### config.mk
export PLATFORM = sky130hd
export DESIGN_NAME = sport_tx
export DESIGN_NICKNAME = d
export VERILOG_FILES = /design/src/rtl/sport_pkg.sv /design/src/rtl/sport_edge.sv /design/src/rtl/sport_slot.sv /design/src/rtl/sport_shift.sv /design/src/rtl/sport_tx.sv
export SDC_FILE = /design/constraint.sdc
export NUM_CORES = 1
export LEC_CHECK = 0
export BUFFER_PORTS_ARGS = -buffer_cell sky130_fd_sc_hd__buf_4
export CAP_MARGIN = 20
export CORE_MARGIN = 10
export CORE_UTILIZATION = 40
export CTS_BUF_LIST = sky130_fd_sc_hd__clkbuf_4 sky130_fd_sc_hd__clkbuf_8 sky130_fd_sc_hd__clkbuf_16
export CTS_CLUSTER_DIAMETER = 200
export DETAILED_ROUTE_END_ITERATION = 10
export GPL_TIMING_DRIVEN = 0
export HOLD_SLACK_MARGIN = 0.02
export PLACE_DENSITY = 0.66
export SYNTH_ARGS = -nofsm -noshare
export SYNTH_HDL_FRONTEND = slang
export SYNTH_SLANG_ARGS = --single-unit
### constraint.sdc
create_clock -name clk -period 2.9 [get_ports clk]
set_clock_uncertainty 0.05 [all_clocks]
set_input_delay 0.29 -clock clk [delete_from_list [all_inputs] [get_ports clk]]
set_output_delay 0.29 -clock clk [all_outputs]
set_load 0.05 [all_outputs]
### src/rtl/sport_pkg.sv
`timescale 1ns/1ps
package sport_pkg;
   typedef enum logic {
      FRAME_RJ  = 1'b0,
      FRAME_I2S = 1'b1
   } frame_e;

   // first slot position carrying data for a given framing
   function automatic int unsigned data_start(input frame_e f, input int unsigned slot_len,
                                              input int unsigned word_w);
      return (f == FRAME_I2S) ? 1 : slot_len - word_w;
   endfunction
endpackage

### src/rtl/sport_edge.sv
`timescale 1ns/1ps
module sport_edge #(
   parameter int unsigned SYNC_STAGES = 0
) (
   input  logic clk,
   input  logic clr,
   input  logic bclk_i,
   input  logic wclk_i,
   output logic fall_o,
   output logic wclk_o
);
   logic bclk_s, bclk_q;

   generate
      if (SYNC_STAGES == 0) begin : g_direct
         assign bclk_s = bclk_i;
         assign wclk_o = wclk_i;
      end else begin : g_sync
         logic [SYNC_STAGES-1:0] b_chain, w_chain;
         always_ff @(posedge clk) begin
            if (clr) begin
               b_chain <= '0;
               w_chain <= '0;
            end else begin
               b_chain[0] <= bclk_i;
               w_chain[0] <= wclk_i;
               for (int i = 1; i < SYNC_STAGES; i++) begin
                  b_chain[i] <= b_chain[i-1];
                  w_chain[i] <= w_chain[i-1];
               end
            end
         end
         assign bclk_s = b_chain[SYNC_STAGES-1];
         assign wclk_o = w_chain[SYNC_STAGES-1];
      end
   endgenerate

   always_ff @(posedge clk) begin
      if (clr) bclk_q <= 1'b0;
      else     bclk_q <= bclk_s;
   end

   assign fall_o = bclk_q & ~bclk_s;
endmodule

### src/rtl/sport_slot.sv
`timescale 1ns/1ps
module sport_slot
   import sport_pkg::*;
#(
   parameter int unsigned SLOT_LEN = 32,
   localparam int unsigned CNT_W = $clog2(SLOT_LEN + 1)
) (
   input  logic             clk,
   input  logic             clr,
   input  logic             fall_i,
   input  logic             wclk_i,
   input  logic             pol_i,
   input  logic             fmt_i,
   output logic             bnd_o,
   output logic             xfer_o,
   output logic [CNT_W-1:0] cnt_nx_o,
   output logic             oe_nx_o,
   output frame_e           fmt_nx_o,
   output logic             oe_o
);
   localparam logic [CNT_W-1:0] CNT_MAX = CNT_W'(SLOT_LEN);

   logic             wref_q;
   logic [CNT_W-1:0] cnt_q;
   frame_e           fmt_q;

   always_comb begin
      bnd_o    = fall_i && (wclk_i != wref_q);
      cnt_nx_o = cnt_q;
      oe_nx_o  = oe_o;
      fmt_nx_o = fmt_q;
      if (bnd_o) begin
         cnt_nx_o = '0;
         oe_nx_o  = pol_i ? wclk_i : ~wclk_i;
         fmt_nx_o = frame_e'(fmt_i);
      end else if (fall_i && cnt_q != CNT_MAX) begin
         cnt_nx_o = cnt_q + 1'b1;
      end
      xfer_o = bnd_o && oe_nx_o;
   end

   always_ff @(posedge clk) begin
      if (clr) begin
         wref_q <= 1'b0;
         cnt_q  <= '0;
         oe_o   <= 1'b0;
         fmt_q  <= FRAME_RJ;
      end else begin
         if (fall_i) wref_q <= wclk_i;
         cnt_q <= cnt_nx_o;
         oe_o  <= oe_nx_o;
         fmt_q <= fmt_nx_o;
      end
   end

   // the counter never passes the saturation point
   a_r10_cnt_bound: assert property (@(posedge clk) disable iff (clr) cnt_q <= CNT_MAX);

   // between boundaries the enable holds
   a_r5_oe_only_at_bnd: assert property (@(posedge clk) disable iff (clr)
      !bnd_o |=> $stable(oe_o));

   // once saturated without a boundary, the counter stays put
   a_r10_cnt_sticks: assert property (@(posedge clk) disable iff (clr)
      (cnt_q == CNT_MAX && !bnd_o) |=> cnt_q == CNT_MAX);
endmodule

### src/rtl/sport_shift.sv
`timescale 1ns/1ps
module sport_shift #(
   parameter int unsigned WORD_W = 16
) (
   input  logic              clk,
   input  logic              clr,
   input  logic              load_i,
   input  logic [WORD_W-1:0] din_i,
   input  logic              fall_i,
   input  logic              xfer_i,
   input  logic              win_i,
   output logic              sd_o
);
   logic [WORD_W-1:0] hold_q, shreg_q;

   always_ff @(posedge clk) begin
      if (clr) begin
         hold_q  <= '0;
         shreg_q <= '0;
         sd_o    <= 1'b0;
      end else begin
         if (load_i) hold_q <= din_i;
         if (fall_i) begin
            if (xfer_i) begin
               shreg_q <= hold_q;
               sd_o    <= 1'b0;
            end else if (win_i) begin
               sd_o    <= shreg_q[WORD_W-1];
               shreg_q <= {shreg_q[WORD_W-2:0], 1'b0};
            end else begin
               sd_o    <= 1'b0;
            end
         end
      end
   end

   // a load is taken into the holding word on that clock
   a_r9_capture: assert property (@(posedge clk) disable iff (clr)
      load_i |=> hold_q == $past(din_i));

   // the data line holds between bit-clock falls
   a_r3_sd_hold: assert property (@(posedge clk) disable iff (clr)
      !fall_i |=> $stable(sd_o));
endmodule

### src/rtl/sport_tx.sv
`timescale 1ns/1ps
module sport_tx
   import sport_pkg::*;
#(
   parameter int unsigned WORD_W      = 16,
   parameter int unsigned SLOT_LEN    = 32,
   parameter int unsigned SYNC_STAGES = 0
) (
   input  logic              clk,
   input  logic              clr,
   input  logic              bclk_i,
   input  logic              wclk_i,
   input  logic              pol_i,
   input  logic              fmt_i,
   input  logic              load_i,
   input  logic [WORD_W-1:0] din_i,
   output logic              sd_o,
   output logic              sd_oe_o
);
   localparam int unsigned CNT_W = $clog2(SLOT_LEN + 1);
   localparam logic [CNT_W-1:0] I2S_START = CNT_W'(data_start(FRAME_I2S, SLOT_LEN, WORD_W));
   localparam logic [CNT_W-1:0] RJ_START  = CNT_W'(data_start(FRAME_RJ, SLOT_LEN, WORD_W));
   localparam logic [CNT_W-1:0] SPAN      = CNT_W'(WORD_W);

   generate
      if (WORD_W < 2 || WORD_W >= SLOT_LEN) begin : g_bad_width
         $error("sport_tx: WORD_W must be at least 2 and below SLOT_LEN");
      end
      if (SYNC_STAGES > 4) begin : g_bad_sync
         $error("sport_tx: SYNC_STAGES above 4 is not supported");
      end
   endgenerate

   logic             fall, wclk_s, bnd, xfer, oe_nx, win;
   logic [CNT_W-1:0] cnt_nx, start;
   frame_e           fmt_nx;

   sport_edge #(.SYNC_STAGES(SYNC_STAGES)) u_edge (
      .clk    (clk),
      .clr    (clr),
      .bclk_i (bclk_i),
      .wclk_i (wclk_i),
      .fall_o (fall),
      .wclk_o (wclk_s)
   );

   sport_slot #(.SLOT_LEN(SLOT_LEN)) u_slot (
      .clk      (clk),
      .clr      (clr),
      .fall_i   (fall),
      .wclk_i   (wclk_s),
      .pol_i    (pol_i),
      .fmt_i    (fmt_i),
      .bnd_o    (bnd),
      .xfer_o   (xfer),
      .cnt_nx_o (cnt_nx),
      .oe_nx_o  (oe_nx),
      .fmt_nx_o (fmt_nx),
      .oe_o     (sd_oe_o)
   );

   always_comb begin
      start = (fmt_nx == FRAME_I2S) ? I2S_START : RJ_START;
      win   = oe_nx && (cnt_nx >= start) && (cnt_nx < start + SPAN);
   end

   sport_shift #(.WORD_W(WORD_W)) u_shift (
      .clk    (clk),
      .clr    (clr),
      .load_i (load_i),
      .din_i  (din_i),
      .fall_i (fall),
      .xfer_i (xfer),
      .win_i  (win),
      .sd_o   (sd_o)
   );

   // clear silences the line on the next clock
   a_r1_clear: assert property (@(posedge clk) clr |=> (!sd_oe_o && !sd_o));

   // no data while the line is released
   a_r8_quiet: assert property (@(posedge clk) disable iff (clr) !sd_oe_o |-> !sd_o);

   // the enable follows the channel phase chosen at each boundary
   a_r4_phase: assert property (@(posedge clk) disable iff (clr)
      bnd |=> sd_oe_o == ($past(pol_i) ? $past(wclk_s) : !$past(wclk_s)));

   // the enable holds between bit-clock falls
   a_r3_oe_hold: assert property (@(posedge clk) disable iff (clr)
      !fall |=> $stable(sd_oe_o));
endmodule

# Word-level counts from Yosys, hierarchy flattened

Cells that the tools add are included.
W data, S select, Z words.

Output and inout bits: 2
Memory bits (read-only): 0
RAM bits: 0
Memories kept: 0
Latch bits: 0
Flip-flop bits (word level): 43

Bitwise logic cells: 3
Mux-type cells: 10
Reduce and logical (&&, ||, !) cells: 7
Multiply operators: 0
Add/sub/neg operators: 2
Div/mod/pow operators: 0
Eq/ne operators: 2
Shifts and indexed selects: 0
Magnitude comparators: 2

Operator list:

| operator              | count |
|---|---|
| $mux W16              | 2 |
| $mux W6               | 2 |
| $add A5 B5 Y6 const B | 1 |
| $add A6 B1 Y6 const B | 1 |
| $ge A6 B5 Y1          | 1 |
| $lt A6 B6 Y1          | 1 |
| $ne A6 B6 Y1 const B  | 1 |
| $logic_and A1 B1 Y1   | 5 |
| $mux W1               | 5 |
| $mux W5               | 1 |
| $not A1 Y1            | 2 |
| $reduce_and A2 Y1     | 1 |
| $reduce_bool A2 Y1    | 1 |
| $and A1 B1 Y1         | 1 |
| $ne A1 B1 Y1          | 1 |

# Depth between registers and ports, before layout

Gate-level depths: netlist of the first run.

Depth in word-level cells: 10
Mapped depth: 14

# Hierarchy

From an unflattened synthesis of the first run, not the netlist that was laid out.

Cells, all modules: 213
Area, all modules: 2164.6 µm²

Modules (own cells, without submodules):

| module      | seq. area each (µm²) | instances | area each (µm²) | cells each |
|---|---|---|---|---|
| sport_shift | 660.6                | 1         | 1466.4          | 128 |
| sport_slot  | 180.2                | 1         | 550.5           | 69 |
| sport_tx    | 0.0                  | 1         | 105.1           | 12 |
| sport_edge  | 20.0                 | 1         | 42.5            | 4 |

# Least setup slack after synthesis of the first run

OpenSTA, ideal clock, no wires.

Path kind: reg2reg
Start point: register u_slot.cnt_q[3]
End point: register u_shift.shreg_q[10]
Stages on the path, launching flop included: 13
Path slack: 164 ps
Period minus slack after synthesis: 2736 ps
Arrival time: 2540 ps
Cell sequence: dfxtp_1 or3_1 or2_1 and3_2 a21oi_1 ha_1 inv_1 a211oi_1 nand3_1 mux2_2 o21ai_4 buf_6 a221oi_2

Word-level cells in the longest chain between the ends: 9
Elaborated cells on any way between the ends: 11
Those cells by class: add/sub (1); order compare (2); eq/ne (1); mux (2); reduce/logical (5)

Ends and longest elaborated chain:

| item                                                                  | RTL line          | RTL |
|---|---|---|
| from (decl)                                                           | sport_slot.sv:24  | `logic [CNT_W-1:0] cnt_q;` |
| from (signal assigned)                                                | sport_slot.sv:50  | `cnt_q <= cnt_nx_o;` |
| parallel branches: the longest is 2 deep, another holds $add A6 B1 Y6 | --                |  |
| $mux W6 (*)                                                           | sport_slot.sv:36  | `end else if (fall_i && cnt_q != CNT_MAX) begin` |
| $mux W6 (*)                                                           | sport_slot.sv:32  | `if (bnd_o) begin` |
| $ge A6 B5 Y1                                                          | sport_tx.sv:64    | `win = oe_nx && (cnt_nx >= start) && (cnt_nx < start + SPAN);` |
| $logic_and A1 B1 Y1                                                   | sport_tx.sv:64    |  |
| $logic_and A1 B1 Y1 (*)                                               | sport_tx.sv:64    |  |
| $reduce_bool A2 Y1 (no line) (*)                                      | --                |  |
| $reduce_and A2 Y1 (no line) (*)                                       | --                |  |
| to (signal assigned)                                                  | sport_shift.sv:25 | `shreg_q <= hold_q;` |
| to (signal assigned)                                                  | sport_shift.sv:29 | `shreg_q <= {shreg_q[WORD_W-2:0], 1'b0};` |
| to (decl)                                                             | sport_shift.sv:14 | `logic [WORD_W-1:0] hold_q, shreg_q;` |

Mark *: on every way between the ends.
A chain may end at the register's enable or synchronous reset.

# Worst setup path in the final report of the first run

Start point: register u_slot.cnt_q[2]
End point: register u_shift.shreg_q[11]

Same word-level chain as after synthesis.

==> results of run 1 <==
-- cells in the final DEF (no fill, tap or decap), types with 8 or more instances in the layout --
cell type / instances
nor2_1: 41
dfxtp_1: 39
buf_4: 36
mux2i_1: 18
o21bai_1: 14
a221oi_2: 13
nand2_1: 11
clkbuf_1: 9
a21oi_1: 8
-- area by class of cell --
| type | instances | area [µm²] |
|---|---|---|
| Fill cell | 481 | 2290 |
| Multi-Input combinational cell | 156 | 1260 |
| Sequential cell | 43 | 873 |
| Timing Repair Buffer | 39 | 334 |
| Tap cell | 70 | 87.6 |
| Clock buffer | 6 | 76.3 |
| Buffer | 12 | 68.8 |
| Clock inverter | 2 | 60.1 |
| Inverter | 6 | 22.5 |
-- tightest hold or removal path: cells and delay by family --
| kind | cells | cell delay [ns] |
|---|---|---|
| simple gates | 1 | 0.07 |
| buf+inv | 1 | 0.07 |
| mux | 1 | 0.05 |
-- metal layers --
layer | track usage [%] | share of wire [%] | vias up
met3 | 2.85 | 3.9 | 9
met1 | 14.0 | 46 | 825
li1 | - | - | 862
met5 | 0 | 0 | -
met4 | 3.73 | 1.2 | 0
met2 | 18.4 | 48 | 33
-- what timing repair did --
item	in CTS	in global routing
pin swaps	3	22
cloned	1	1
setup buffers	4	11
setup endpoints to repair	13	16
hold buffers	0	0
gates resized for setup	8	30
-- synth_stat cells, types with 2 or more instances --
cell type,number
ha_1,6
a21oi_1,9
o21bai_1,14
o21ai_0,4
a211oi_1,2
nand2_1,11
a221oi_1,4
a32oi_1,2
dfxtp_1,43
buf_6,2
nand2b_1,2
nor2b_1,5
clkbuf_1,11
inv_1,6
nor2_1,42
nand3_1,3
a221oi_2,10
mux2i_1,19
-- flip-flops by register name (all words and copies together) (netlist names) --
| signal | flops |
|---|---|
| u_shift.hold_q | 16 |
| u_shift.shreg_q | 16 |
| u_slot.cnt_q | 6 |
| u_edge.bclk_q | 1 |
| u_shift.sd_o | 1 |
| u_slot.fmt_q | 1 |
| u_slot.oe_o | 1 |
| u_slot.wref_q | 1 |
-- cell families after synthesis --
family,count (synthesis)
flip-flops,43
multiplexers,20
adder cells (fa/ha/maj),6
buffers and inverters,19
AO/OA/AOI/OAI,54
XOR/XNOR,1
AND/OR/NAND/NOR,75
-- through the flow --
stage / setup slack, ns / hold slack, ns / cells
2_1_floorplan: 0.164 / 0.368 / 218
3_3_place_gp: -0.206 / 0.402 / 310
3_5_place_dp: -0.236 / 0.402 / 310
4_1_cts: -0.0213 / 0.171 / 322
5_1_grt: -0.104 / 0.184 / 334
6_report: 0.0119 / 0.174 / 334
-- worst max-delay path by stage --
stage	start	end	cells past startpoint
finish	u_slot.cnt_q[2]$_SDFF_PP0_	u_shift.shreg_q[11]$_SDFFE_PP0P_	12
global route	u_slot.wref_q$_SDFFE_PP0P_	u_shift.shreg_q[3]$_SDFFE_PP0P_	12
CTS	u_slot.cnt_q[3]$_SDFF_PP0_	u_shift.shreg_q[11]$_SDFFE_PP0P_	12
detailed placement	bclk_i	u_shift.shreg_q[7]$_SDFFE_PP0P_	14
global placement	bclk_i	u_shift.shreg_q[9]$_SDFFE_PP0P_	14
floorplan	u_slot.cnt_q[3]$_SDFF_PP0_	u_shift.shreg_q[10]$_SDFFE_PP0P_	12
-- power by group through the flow --
stage / Sequential (µW) / Clock (µW) / Combinational [µW]
global placement: 635 / 0 / 120
finish: 620 / 557 / 144
CTS: 622 / 565 / 129
floorplan: 635 / 0 / 80.4
detailed placement: 636 / 0 / 122
global route: 623 / 586 / 161
==> run_summary.xml, run 1 <==
<?xml version="1.0" encoding="UTF-8"?>
<metrics>
  <group name="status">
    <metric name="outcome" unit="">finished clean</metric>
  </group>
  <group name="synth">
    <metric name="synthesis.area" unit="µm²">2080</metric>
    <metric name="synth_enable_flop_cells" unit="">0</metric>
    <metric name="synth_area_leaders" unit="">dfxtp_1 41%, mux2i_1 9.1%, nor2_1 7.6%, a221oi_2 7.2%, o21bai_1 5.1%</metric>
    <metric name="warning_count_from_the_yosys_run" unit="">0</metric>
    <metric name="top_flip_flop_cell_by_instance_count_after_synthesis" unit="">dfxtp_1</metric>
    <metric name="netlist_instances" unit="">218</metric>
    <metric name="post-synth-top-area-cell" unit="">dfxtp_1</metric>
    <metric name="postSynth.asyncResetShare" unit="%">0</metric>
    <metric name="synth.mux.area_fraction" unit="%">9.68</metric>
    <metric name="synth_area_in_compound_gates" unit="%">23.9</metric>
    <metric name="synth_top_family_by_area" unit="">compound AO/OA/AOI/OAI gates</metric>
    <metric name="ys_types" unit="">41</metric>
    <metric name="synth_top_cell_area_share" unit="%">41.4</metric>
    <metric name="synth_seq_area_share" unit="%">41.4</metric>
    <metric name="post_synth_fa_ha_maj_area_fraction" unit="%">3.61</metric>
    <metric name="post_synth.cell_area_avg" unit="µm²">9.54</metric>
    <metric name="synth_simple_gate_area_share" unit="%">16.5</metric>
    <metric name="synth_fp_nets" unit="">247</metric>
    <metric name="post_synth_xor_area_fraction" unit="%">0.782</metric>
    <metric name="synth-seq-cells" unit="">43</metric>
  </group>
  <group name="layout">
    <metric name="num-nets-final" unit="">292</metric>
    <metric name="post_route_cells_drive_above_1_share" unit="%">33.7</metric>
    <metric name="utilization" unit="%">54.8</metric>
    <metric name="fin_area" unit="µm²">2780</metric>
    <metric name="area_growth_syn_to_layout" unit="%">33.7</metric>
    <metric name="insertedDiodeCount" unit="">0</metric>
  </group>
  <group name="pwr">
    <metric name="power.switching" unit="µW">288</metric>
    <metric name="total_power_consumption" unit="µW">1320</metric>
    <metric name="seq_power_share" unit="%">46.9</metric>
    <metric name="sw_frac_of_total" unit="%">21.8</metric>
    <metric name="power.internal" unit="µW">1030</metric>
    <metric name="power.share.clock" unit="%">42.2</metric>
    <metric name="leakage" unit="µW">0.00107</metric>
    <metric name="maximum_resistive_drop_on_vdd" unit="mV">0.293</metric>
    <metric name="powerDensity" unit="nW/µm²">475</metric>
    <metric name="pwr-share-comb" unit="%">10.9</metric>
  </group>
  <group name="routing">
    <metric name="count_of_routing_violations_after_the_opening_detailed_route_iteration" unit="">104</metric>
    <metric name="post_drt_wl_per_cell" unit="µm">14.6</metric>
    <metric name="detail_route.vias_per_cell" unit="">5.18</metric>
    <metric name="num_vias" unit="">1729</metric>
    <metric name="finalWirelength" unit="µm">4870</metric>
    <metric name="drc" unit="">0</metric>
    <metric name="drt.antenna.violating_nets" unit="">0</metric>
    <metric name="detailedRoute.firstPassIterationCount" unit="">4</metric>
  </group>
  <group name="critical_path">
    <metric name="critical_path_arrival" unit="ns">2.99</metric>
    <metric name="cp_max_fo" unit="">5</metric>
    <metric name="timing.critical_path.required" unit="ns">3.00</metric>
    <metric name="r2r_setup_slack" unit="ns">0.01</metric>
    <metric name="slowest_stage_delay_cp" unit="ns">0.39</metric>
    <metric name="reg2reg_to" unit="">u_shift.shreg_q[11]$_SDFFE_PP0P_</metric>
    <metric name="worst_path_max_delay_cell" unit="">or3_4</metric>
    <metric name="launching_element_type_of_the_critical_path" unit="">flop</metric>
    <metric name="criticalPathCategory" unit="">flop to flop</metric>
    <metric name="reg2reg_from" unit="">u_slot.cnt_q[2]$_SDFF_PP0_</metric>
    <metric name="worstSetupEndpointType" unit="">flop</metric>
    <metric name="timing.reg2reg.worst_path_depth" unit="">12</metric>
    <metric name="cp_cell_sequence" unit="">or3_4, or2_1, and3_4, a21oi_4, ha_2, inv_2, a211oi_2, nand3_2, mux2_4, o21ai_4, clkbuf_16, a221oi_2</metric>
    <metric name="critPathTopFamily" unit="">simple AND/OR/NAND/NOR gates</metric>
    <metric name="path_buf_inv" unit="">2</metric>
  </group>
  <group name="die">
    <metric name="fp.dieH" unit="µm">92.1</metric>
    <metric name="placement_rows" unit="">26</metric>
    <metric name="start_util" unit="%">41.0</metric>
    <metric name="placeableCoreArea" unit="µm²">5070</metric>
    <metric name="die_area" unit="µm²">8490</metric>
    <metric name="io-pin-count" unit="">25</metric>
    <metric name="dieWidth" unit="µm">92.1</metric>
  </group>
  <group name="min_path">
    <metric name="worst_hold_path.num_cells" unit="">3</metric>
    <metric name="worst_hold_path_type" unit="">primary input to flop</metric>
    <metric name="worst_hold_startpoint" unit="">din_i[4]</metric>
    <metric name="hold_path_end" unit="">u_shift.hold_q[4]$_SDFFE_PP0P_</metric>
  </group>
  <group name="sta">
    <metric name="max_freq" unit="MHz">346</metric>
    <metric name="timing.final.hold_violations" unit="">0</metric>
    <metric name="worst_pin_slew" unit="ns">0.720</metric>
    <metric name="setup_tns" unit="ns">0</metric>
    <metric name="max_slew_margin" unit="%">52.0</metric>
    <metric name="period_needed" unit="ns">2.89</metric>
    <metric name="min_period_over_period" unit="%">99.6</metric>
    <metric name="rsz0062_at_grt" unit="">true</metric>
    <metric name="setup-violations-final" unit="">0</metric>
    <metric name="drv_slew" unit="">0</metric>
  </group>
  <group name="global_route">
    <metric name="first_pass_grt_wire_length" unit="µm">7890</metric>
    <metric name="number_of_antenna_violations_at_the_first_check_in_global_routing" unit="">0</metric>
    <metric name="grt_remaining_overflow" unit="">0</metric>
    <metric name="grt_pass1_vias" unit="">1689</metric>
    <metric name="grt_usage" unit="%">11.2</metric>
    <metric name="grt_start_max_net_pins" unit="">14</metric>
  </group>
  <group name="clock_network">
    <metric name="cts.path.max_buffers" unit="">2</metric>
    <metric name="cts_tree" unit="">built</metric>
    <metric name="clock_tree.root_cell" unit="">clkbuf_8</metric>
    <metric name="htree_num_levels" unit="">2</metric>
    <metric name="cts.sinks" unit="">43</metric>
    <metric name="cts.clk_slew.worst_paths" unit="ns">0.08</metric>
    <metric name="number_of_buffers_added_by_the_clock_tree_synthesis_step" unit="">5</metric>
    <metric name="worst_skew_pair.late_latency" unit="ns">0.30</metric>
  </group>
  <group name="placement">
    <metric name="io_buffer_count" unit="">22</metric>
    <metric name="dpl_cell_area" unit="µm²">2330</metric>
    <metric name="dpl.hpwl" unit="µm">3140</metric>
    <metric name="finalWeightedCongestion" unit="">0.846</metric>
  </group>
  <group name="job">
    <metric name="number_of_max_capacitance_violations_reported" unit="">0</metric>
  </group>
</metrics>
No activity file was read; power rests on OpenSTA's default activity.
==> run 2, diff against run 1 <==
CORE_UTILIZATION = 51   (was 40)
PLACE_DENSITY = not set   (was 0.66)
PLACE_DENSITY_LB_ADDON = 0.1   (was not set)
==> run 2 against run 1 <==
- the flow now finishes with violations (negative setup slack)
- die area decreased by 17%
- final cell count shrank 6.6%
- power decreased by 13%
- clock power shrank 32%
- non-clock buffer count shrank 2
- register-to-register slack worse by 0.03 ns
- hold slack got worse by 0.0025 ns
- global-route usage rose by 1.7 points
- critical endpoint is now u_shift.shreg_q[5]$_SDFFE_PP0P_
- highest routed layer unchanged
==> run_summary.xml, run 2 (synthesis gave the netlist of run 1 again) <==
<?xml version="1.0" encoding="UTF-8"?>
<metrics>
  <group name="status">
    <metric name="outcome" unit="">finished, violations left</metric>
    <metric name="failed_checks" unit="">negative setup slack</metric>
  </group>
  <group name="layout">
    <metric name="insertedDiodeCount" unit="">0</metric>
    <metric name="fin_area" unit="µm²">2690</metric>
    <metric name="final_cell_mix" unit="">41 x nor2_1, 40 x dfxtp_1, 32 x buf_4, 18 x mux2i_1</metric>
    <metric name="post_route_cells_drive_above_1_share" unit="%">33.6</metric>
    <metric name="area_growth_syn_to_layout" unit="%">29.3</metric>
    <metric name="instances_no_fill" unit="">312</metric>
    <metric name="mostFrequentLayoutCell" unit="">nor2_1</metric>
    <metric name="utilization" unit="%">67.7</metric>
    <metric name="num-nets-final" unit="">290</metric>
    <metric name="largestRegisters" unit="">u_shift.hold_q x16, u_shift.shreg_q x16, u_slot.cnt_q x6</metric>
    <metric name="fillCellCount" unit="">313</metric>
  </group>
  <group name="global_route">
    <metric name="first_pass_grt_wire_length" unit="µm">7870</metric>
    <metric name="grt_pass1_vias" unit="">1743</metric>
    <metric name="grt_start_max_net_pins" unit="">14</metric>
    <metric name="grt_remaining_overflow" unit="">0</metric>
    <metric name="grt_usage" unit="%">13.0</metric>
    <metric name="number_of_antenna_violations_at_the_first_check_in_global_routing" unit="">0</metric>
  </group>
  <group name="critical_path">
    <metric name="timing.reg2reg.worst_path_depth" unit="">13</metric>
    <metric name="reg2reg_to" unit="">u_shift.shreg_q[5]$_SDFFE_PP0P_</metric>
    <metric name="worstSetupEndpointType" unit="">flop</metric>
    <metric name="r2r_setup_slack" unit="ns">-0.02</metric>
    <metric name="launching_element_type_of_the_critical_path" unit="">flop</metric>
    <metric name="critical_path_arrival" unit="ns">3.08</metric>
    <metric name="reg2reg_from" unit="">u_slot.cnt_q[2]$_SDFF_PP0_</metric>
    <metric name="cp_max_fo" unit="">5</metric>
    <metric name="criticalPathCategory" unit="">flop to flop</metric>
    <metric name="timing.critical_path.required" unit="ns">3.06</metric>
  </group>
  <group name="die">
    <metric name="io-pin-count" unit="">25</metric>
    <metric name="fp.dieH" unit="µm">83.9</metric>
    <metric name="dieWidth" unit="µm">83.9</metric>
    <metric name="die_area" unit="µm²">7040</metric>
    <metric name="start_util" unit="%">52.4</metric>
    <metric name="placeableCoreArea" unit="µm²">3970</metric>
    <metric name="placement_rows" unit="">23</metric>
  </group>
  <group name="sta">
    <metric name="max_slew_margin" unit="%">52.1</metric>
    <metric name="setup-violations-final" unit="">1</metric>
    <metric name="worst_pin_slew" unit="ns">0.719</metric>
    <metric name="max_freq" unit="MHz">343</metric>
    <metric name="timing.final.hold_violations" unit="">0</metric>
    <metric name="drv_slew" unit="">0</metric>
    <metric name="period_needed" unit="ns">2.92</metric>
    <metric name="rsz0062_at_grt" unit="">true</metric>
    <metric name="min_period_over_period" unit="%">101</metric>
    <metric name="timing.final.ws_setup" unit="ns">-0.0160</metric>
    <metric name="hold_ws" unit="ns">0.172</metric>
  </group>
  <group name="clock_network">
    <metric name="htree_num_levels" unit="">2</metric>
    <metric name="cts_tree" unit="">built</metric>
    <metric name="cts.sinks" unit="">43</metric>
    <metric name="cts.clk_slew.worst_paths" unit="ns">0.08</metric>
    <metric name="number_of_buffers_added_by_the_clock_tree_synthesis_step" unit="">5</metric>
    <metric name="cts.path.max_buffers" unit="">2</metric>
    <metric name="clock_tree.root_cell" unit="">clkbuf_8</metric>
    <metric name="worst_skew_pair.late_latency" unit="ns">0.29</metric>
  </group>
  <group name="routing">
    <metric name="finalWirelength" unit="µm">4710</metric>
    <metric name="detailedRoute.firstPassIterationCount" unit="">4</metric>
    <metric name="post_drt_wl_per_cell" unit="µm">15.1</metric>
    <metric name="drc" unit="">0</metric>
    <metric name="count_of_routing_violations_after_the_opening_detailed_route_iteration" unit="">70</metric>
    <metric name="drt.antenna.violating_nets" unit="">0</metric>
    <metric name="num_vias" unit="">1715</metric>
    <metric name="detail_route.vias_per_cell" unit="">5.50</metric>
  </group>
  <group name="pwr">
    <metric name="powerDensity" unit="nW/µm²">425</metric>
    <metric name="maximum_resistive_drop_on_vdd" unit="mV">0.370</metric>
    <metric name="total_power_consumption" unit="µW">1140</metric>
    <metric name="leakage" unit="µW">0.00103</metric>
  </group>
  <group name="placement">
    <metric name="io_buffer_count" unit="">22</metric>
    <metric name="dpl.hpwl" unit="µm">3030</metric>
    <metric name="dpl_cell_area" unit="µm²">2310</metric>
    <metric name="finalWeightedCongestion" unit="">0.792</metric>
    <metric name="placed_cells_incl_taps" unit="">290</metric>
  </group>
  <group name="job">
    <metric name="number_of_max_capacitance_violations_reported" unit="">0</metric>
  </group>
  <group name="min_path">
    <metric name="hold_path_end" unit="">u_edge.bclk_q$_SDFF_PP0_</metric>
    <metric name="worst_hold_path.num_cells" unit="">2</metric>
    <metric name="worst_hold_path_type" unit="">primary input to flop</metric>
    <metric name="worst_hold_startpoint" unit="">bclk_i</metric>
  </group>
</metrics>
==> run 2: power breakdown <==
group          leakage, µW  switching (µW)  internal, µW
clock            0.0000446             203           178
combinational     0.000636            72.6          69.7
sequential        0.000353            11.5           608
==> run 2: layer usage <==
metal | GRT usage, % | vias up | share of wire (%) | wire length (µm)
li1 | - | 865 | - | -
met1 | 15.7 | 807 | 45 | 2130
met2 | 21.3 | 34 | 49 | 2300
met3 | 4.00 | 9 | 4.8 | 226
met4 | 3.81 | 0 | 1.3 | 62
met5 | 0 | - | 0 | 0
==> run 2: critical path: stages, from the launching register on <==
cell and delay [ns]:
dfxtp_4 0.36, or3_4 0.38, or2_4 0.27, and3_4 0.19, a21oi_4 0.12, ha_2 0.19, inv_2 0.03, a211oi_2 0.24
nand3_2 0.14, buf_6 0.15, mux2i_4 0.19, nand2_4 0.10, buf_8 0.17, a221oi_2 0.26
==> run 2: per-stage QoR <==
step	setup TNS, ns	worst slack (ns)
floorplan	0	0.164
global placement	-1.99	-0.191
detailed placement	-2.17	-0.202
CTS	0	0.00936
global route	-1.43	-0.132
finish	-0.0160	-0.0160
==> run 2: area by class of cell <==
class | instances | area [µm²] | area share [%]
Clock inverter | 2 | 12.5 | 0.465
Timing Repair Buffer | 38 | 322 | 12.0
Buffer | 11 | 53.8 | 2.00
Clock buffer | 6 | 76.3 | 2.84
Inverter | 6 | 22.5 | 0.837
Sequential cell | 43 | 872 | 32.4
Multi-Input combinational cell | 156 | 1270 | 47.2
Tap cell | 50 | 62.6 | 2.33
==> run 2: what timing repair did <==
action                     4_1_cts  5_1_grt
pin swaps                        4       10
hold buffers                     0        0
gates cloned                     1        1
setup endpoints to repair       11       15
resized for setup               13       30
buffers inserted                 8        8
==> run 2: how the worst max path moves through the flow <==
stage                                          start                          endpoint  depth (start not counted)
after detailed placement                      bclk_i   u_shift.shreg_q[9]$_SDFFE_PP0P_                         14
final                     u_slot.cnt_q[2]$_SDFF_PP0_   u_shift.shreg_q[5]$_SDFFE_PP0P_                         13
after CTS                 u_slot.cnt_q[3]$_SDFF_PP0_  u_shift.shreg_q[10]$_SDFFE_PP0P_                         13
after global placement                        bclk_i   u_shift.shreg_q[9]$_SDFFE_PP0P_                         14
after floorplan           u_slot.cnt_q[3]$_SDFF_PP0_  u_shift.shreg_q[10]$_SDFFE_PP0P_                         12
after global routing      u_slot.cnt_q[2]$_SDFF_PP0_   u_shift.shreg_q[5]$_SDFFE_PP0P_                         13
==> run 3, diff against run 2 <==
CTS_BUF_LIST = not set   (was sky130_fd_sc_hd__clkbuf_4 sky130_fd_sc_hd__clkbuf_8 sky130_fd_sc_hd__clkbuf_16)
==> run 3 against run 2 <==
- the flow still finishes with violations (negative setup slack)
- largest cell class unchanged
- via count decreased by 0.12%
- worst setup slack improved by 0.0012 ns
- final cell count unchanged
- count of clock-buffer cells in the layout unchanged
==> run_summary.xml, run 3 (synthesis gave the netlist of run 1 again) <==
<?xml version="1.0" encoding="UTF-8"?>
<metrics>
  <group name="pwr">
    <metric name="powerDensity" unit="nW/µm²">422</metric>
    <metric name="leakage" unit="µW">0.00103</metric>
    <metric name="seq_power_share" unit="%">54.7</metric>
    <metric name="maximum_resistive_drop_on_vdd" unit="mV">0.370</metric>
    <metric name="power.switching" unit="µW">288</metric>
    <metric name="pwr-share-comb" unit="%">12.5</metric>
    <metric name="power.internal" unit="µW">846</metric>
    <metric name="sw_frac_of_total" unit="%">25.4</metric>
    <metric name="power.share.clock" unit="%">32.8</metric>
  </group>
  <group name="routing">
    <metric name="drt.antenna.violating_nets" unit="">0</metric>
    <metric name="post_drt_wl_per_cell" unit="µm">15.1</metric>
    <metric name="num_vias" unit="">1713</metric>
    <metric name="drc" unit="">0</metric>
    <metric name="count_of_routing_violations_after_the_opening_detailed_route_iteration" unit="">61</metric>
    <metric name="detail_route.vias_per_cell" unit="">5.49</metric>
    <metric name="detailedRoute.firstPassIterationCount" unit="">4</metric>
    <metric name="finalWirelength" unit="µm">4700</metric>
  </group>
  <group name="critical_path">
    <metric name="cp_cell_sequence" unit="">or3_4, or2_4, and3_4, a21oi_4, ha_2, inv_2, a211oi_2, nand3_2, buf_6, mux2i_4, nand2_4, buf_8, a221oi_2</metric>
    <metric name="critical_path_arrival" unit="ns">3.08</metric>
    <metric name="worst_path_max_delay_cell" unit="">or3_4</metric>
    <metric name="path_buf_inv" unit="">3</metric>
    <metric name="cp_max_fo" unit="">5</metric>
    <metric name="launching_element_type_of_the_critical_path" unit="">flop</metric>
    <metric name="critPathTopFamily" unit="">simple AND/OR/NAND/NOR gates</metric>
    <metric name="slowest_stage_delay_cp" unit="ns">0.38</metric>
    <metric name="criticalPathCategory" unit="">flop to flop</metric>
    <metric name="worstSetupEndpointType" unit="">flop</metric>
    <metric name="r2r_setup_slack" unit="ns">-0.01</metric>
    <metric name="timing.critical_path.required" unit="ns">3.06</metric>
  </group>
  <group name="global_route">
    <metric name="grtUsageMet2" unit="%">21.3</metric>
    <metric name="number_of_antenna_violations_at_the_first_check_in_global_routing" unit="">0</metric>
    <metric name="use_met3" unit="%">4.00</metric>
    <metric name="grt_remaining_overflow" unit="">0</metric>
    <metric name="grt-busiest-layer" unit="">met2</metric>
    <metric name="grt_pass1_vias" unit="">1741</metric>
    <metric name="first_pass_grt_wire_length" unit="µm">7870</metric>
    <metric name="grt_start_max_net_pins" unit="">14</metric>
    <metric name="grt_usage" unit="%">13.0</metric>
    <metric name="globalRouteMet1Util" unit="%">15.7</metric>
  </group>
  <group name="layout">
    <metric name="multiInputGateArea" unit="µm²">1270</metric>
    <metric name="num-nets-final" unit="">290</metric>
    <metric name="mostFrequentLayoutCell" unit="">nor2_1</metric>
    <metric name="ff_latch_area" unit="µm²">872</metric>
    <metric name="fillCellCount" unit="">315</metric>
    <metric name="insertedDiodeCount" unit="">0</metric>
    <metric name="fin_area" unit="µm²">2690</metric>
    <metric name="largestRegisters" unit="">u_shift.hold_q x16, u_shift.shreg_q x16, u_slot.cnt_q x6</metric>
    <metric name="final_cell_mix" unit="">41 x nor2_1, 40 x dfxtp_1, 32 x buf_4, 18 x mux2i_1</metric>
    <metric name="area_growth_syn_to_layout" unit="%">29.1</metric>
    <metric name="post_route_cells_drive_above_1_share" unit="%">33.2</metric>
  </group>
  <group name="die">
    <metric name="die_area" unit="µm²">7040</metric>
    <metric name="fp.dieH" unit="µm">83.9</metric>
    <metric name="placement_rows" unit="">23</metric>
    <metric name="start_util" unit="%">52.4</metric>
    <metric name="io-pin-count" unit="">25</metric>
    <metric name="placeableCoreArea" unit="µm²">3970</metric>
    <metric name="dieWidth" unit="µm">83.9</metric>
  </group>
  <group name="clock_network">
    <metric name="number_of_buffers_added_by_the_clock_tree_synthesis_step" unit="">5</metric>
    <metric name="clock_tree.root_cell" unit="">clkbuf_8</metric>
    <metric name="worst_skew_pair.late_latency" unit="ns">0.29</metric>
    <metric name="cts.path.max_buffers" unit="">2</metric>
    <metric name="cts.sinks" unit="">43</metric>
    <metric name="htree_num_levels" unit="">2</metric>
    <metric name="cts_tree" unit="">built</metric>
    <metric name="cts.clk_slew.worst_paths" unit="ns">0.08</metric>
  </group>
  <group name="sta">
    <metric name="timing.final.ws_setup" unit="ns">-0.0148</metric>
    <metric name="period_needed" unit="ns">2.91</metric>
    <metric name="setup-violations-final" unit="">1</metric>
    <metric name="min_period_over_period" unit="%">101</metric>
    <metric name="max_freq" unit="MHz">343</metric>
    <metric name="rsz0062_at_grt" unit="">true</metric>
    <metric name="timing.final.hold_violations" unit="">0</metric>
    <metric name="max_slew_margin" unit="%">52.8</metric>
    <metric name="drv_slew" unit="">0</metric>
    <metric name="setup_tns" unit="ns">-0.0148</metric>
    <metric name="worst_pin_slew" unit="ns">0.709</metric>
  </group>
  <group name="status">
    <metric name="outcome" unit="">finished, violations left</metric>
    <metric name="failed_checks" unit="">negative setup slack</metric>
  </group>
  <group name="placement">
    <metric name="dpl.hpwl" unit="µm">3030</metric>
    <metric name="finalWeightedCongestion" unit="">0.792</metric>
    <metric name="dpl_cell_area" unit="µm²">2310</metric>
    <metric name="io_buffer_count" unit="">22</metric>
  </group>
  <group name="min_path">
    <metric name="worst_hold_path_type" unit="">primary input to flop</metric>
  </group>
  <group name="job">
    <metric name="number_of_max_capacitance_violations_reported" unit="">0</metric>
  </group>
</metrics>
==> run 3: changes by cell type in the layout (fill, tap and decap cells not counted) <==
| cell | delta |
|---|---|
| clkbuf_4 | -1 |
| clkbuf_1 | +1 |
==> run 3: worst reg2reg max path, stage by stage (launching register included) <==
cell and delay, ns:
dfxtp_4 0.36, or3_4 0.38, or2_4 0.27, and3_4 0.19, a21oi_4 0.13, ha_2 0.19
inv_2 0.03, a211oi_2 0.24, nand3_2 0.14, buf_6 0.15, mux2i_4 0.19, nand2_4 0.10
buf_8 0.17, a221oi_2 0.26
==> run 3: worst paths after layout <==
kind | startpoint | to | depth (start not counted)
setup / recovery | u_slot.cnt_q[2]$_SDFF_PP0_ | u_shift.shreg_q[5]$_SDFFE_PP0P_ | 13
setup reg to reg | u_slot.cnt_q[2]$_SDFF_PP0_ | u_shift.shreg_q[5]$_SDFFE_PP0P_ | 13
hold / removal | bclk_i | u_edge.bclk_q$_SDFF_PP0_ | 2
hold reg to reg | u_shift.sd_o$_SDFFE_PP0P_ | u_shift.sd_o$_SDFFE_PP0P_ | 2
==> run 3: final cells by class <==
| class | instances | share of cell area (%) |
|---|---|---|
| plain buffers | 11 | 2.00 |
| clock inverters | 2 | 0.466 |
| inverters | 6 | 0.838 |
| flip-flops and latches | 43 | 32.5 |
| multi-input cells | 156 | 47.2 |
| clock buffers | 6 | 2.70 |
| well taps | 50 | 2.33 |
| repair buffers | 38 | 12.0 |
==> run 3: power groups by stage <==
stage          clock, µW  sequential, µW  combinational, µW
2_1_floorplan          0             635               80.4
3_3_place_gp           0             635                120
3_5_place_dp           0             635                122
4_1_cts              383             622                134
5_1_grt              405             623                158
6_report             372             620                142
==> run 3: what timing repair did <==
item | CTS | global route
hold buffers | 0 | 0
pin swaps | 4 | 10
endpoints found under the setup margin | 11 | 15
gates resized for setup | 13 | 30
buffers inserted | 8 | 8
gates cloned | 1 | 1
==> run 3: metrics by stage <==
step	utilization (%)	total power, µW	hold slack (ns)	setup slack [ns]	cells
2_1_floorplan	-	715	0.368	0.164	218
3_3_place_gp	58.1	755	0.401	-0.191	290
3_5_place_dp	58.1	757	0.408	-0.202	290
4_1_cts	63.9	1140	0.167	0.00955	307
5_1_grt	67.6	1190	0.171	-0.133	312
6_report	67.6	1130	0.172	-0.0148	312
==> run 3: metal layers <==
metal | vias up | wire length (µm)
met3 | 9 | 223
met2 | 30 | 2290
met1 | 809 | 2120
li1 | 865 | -
met5 | - | 0
met4 | 0 | 64
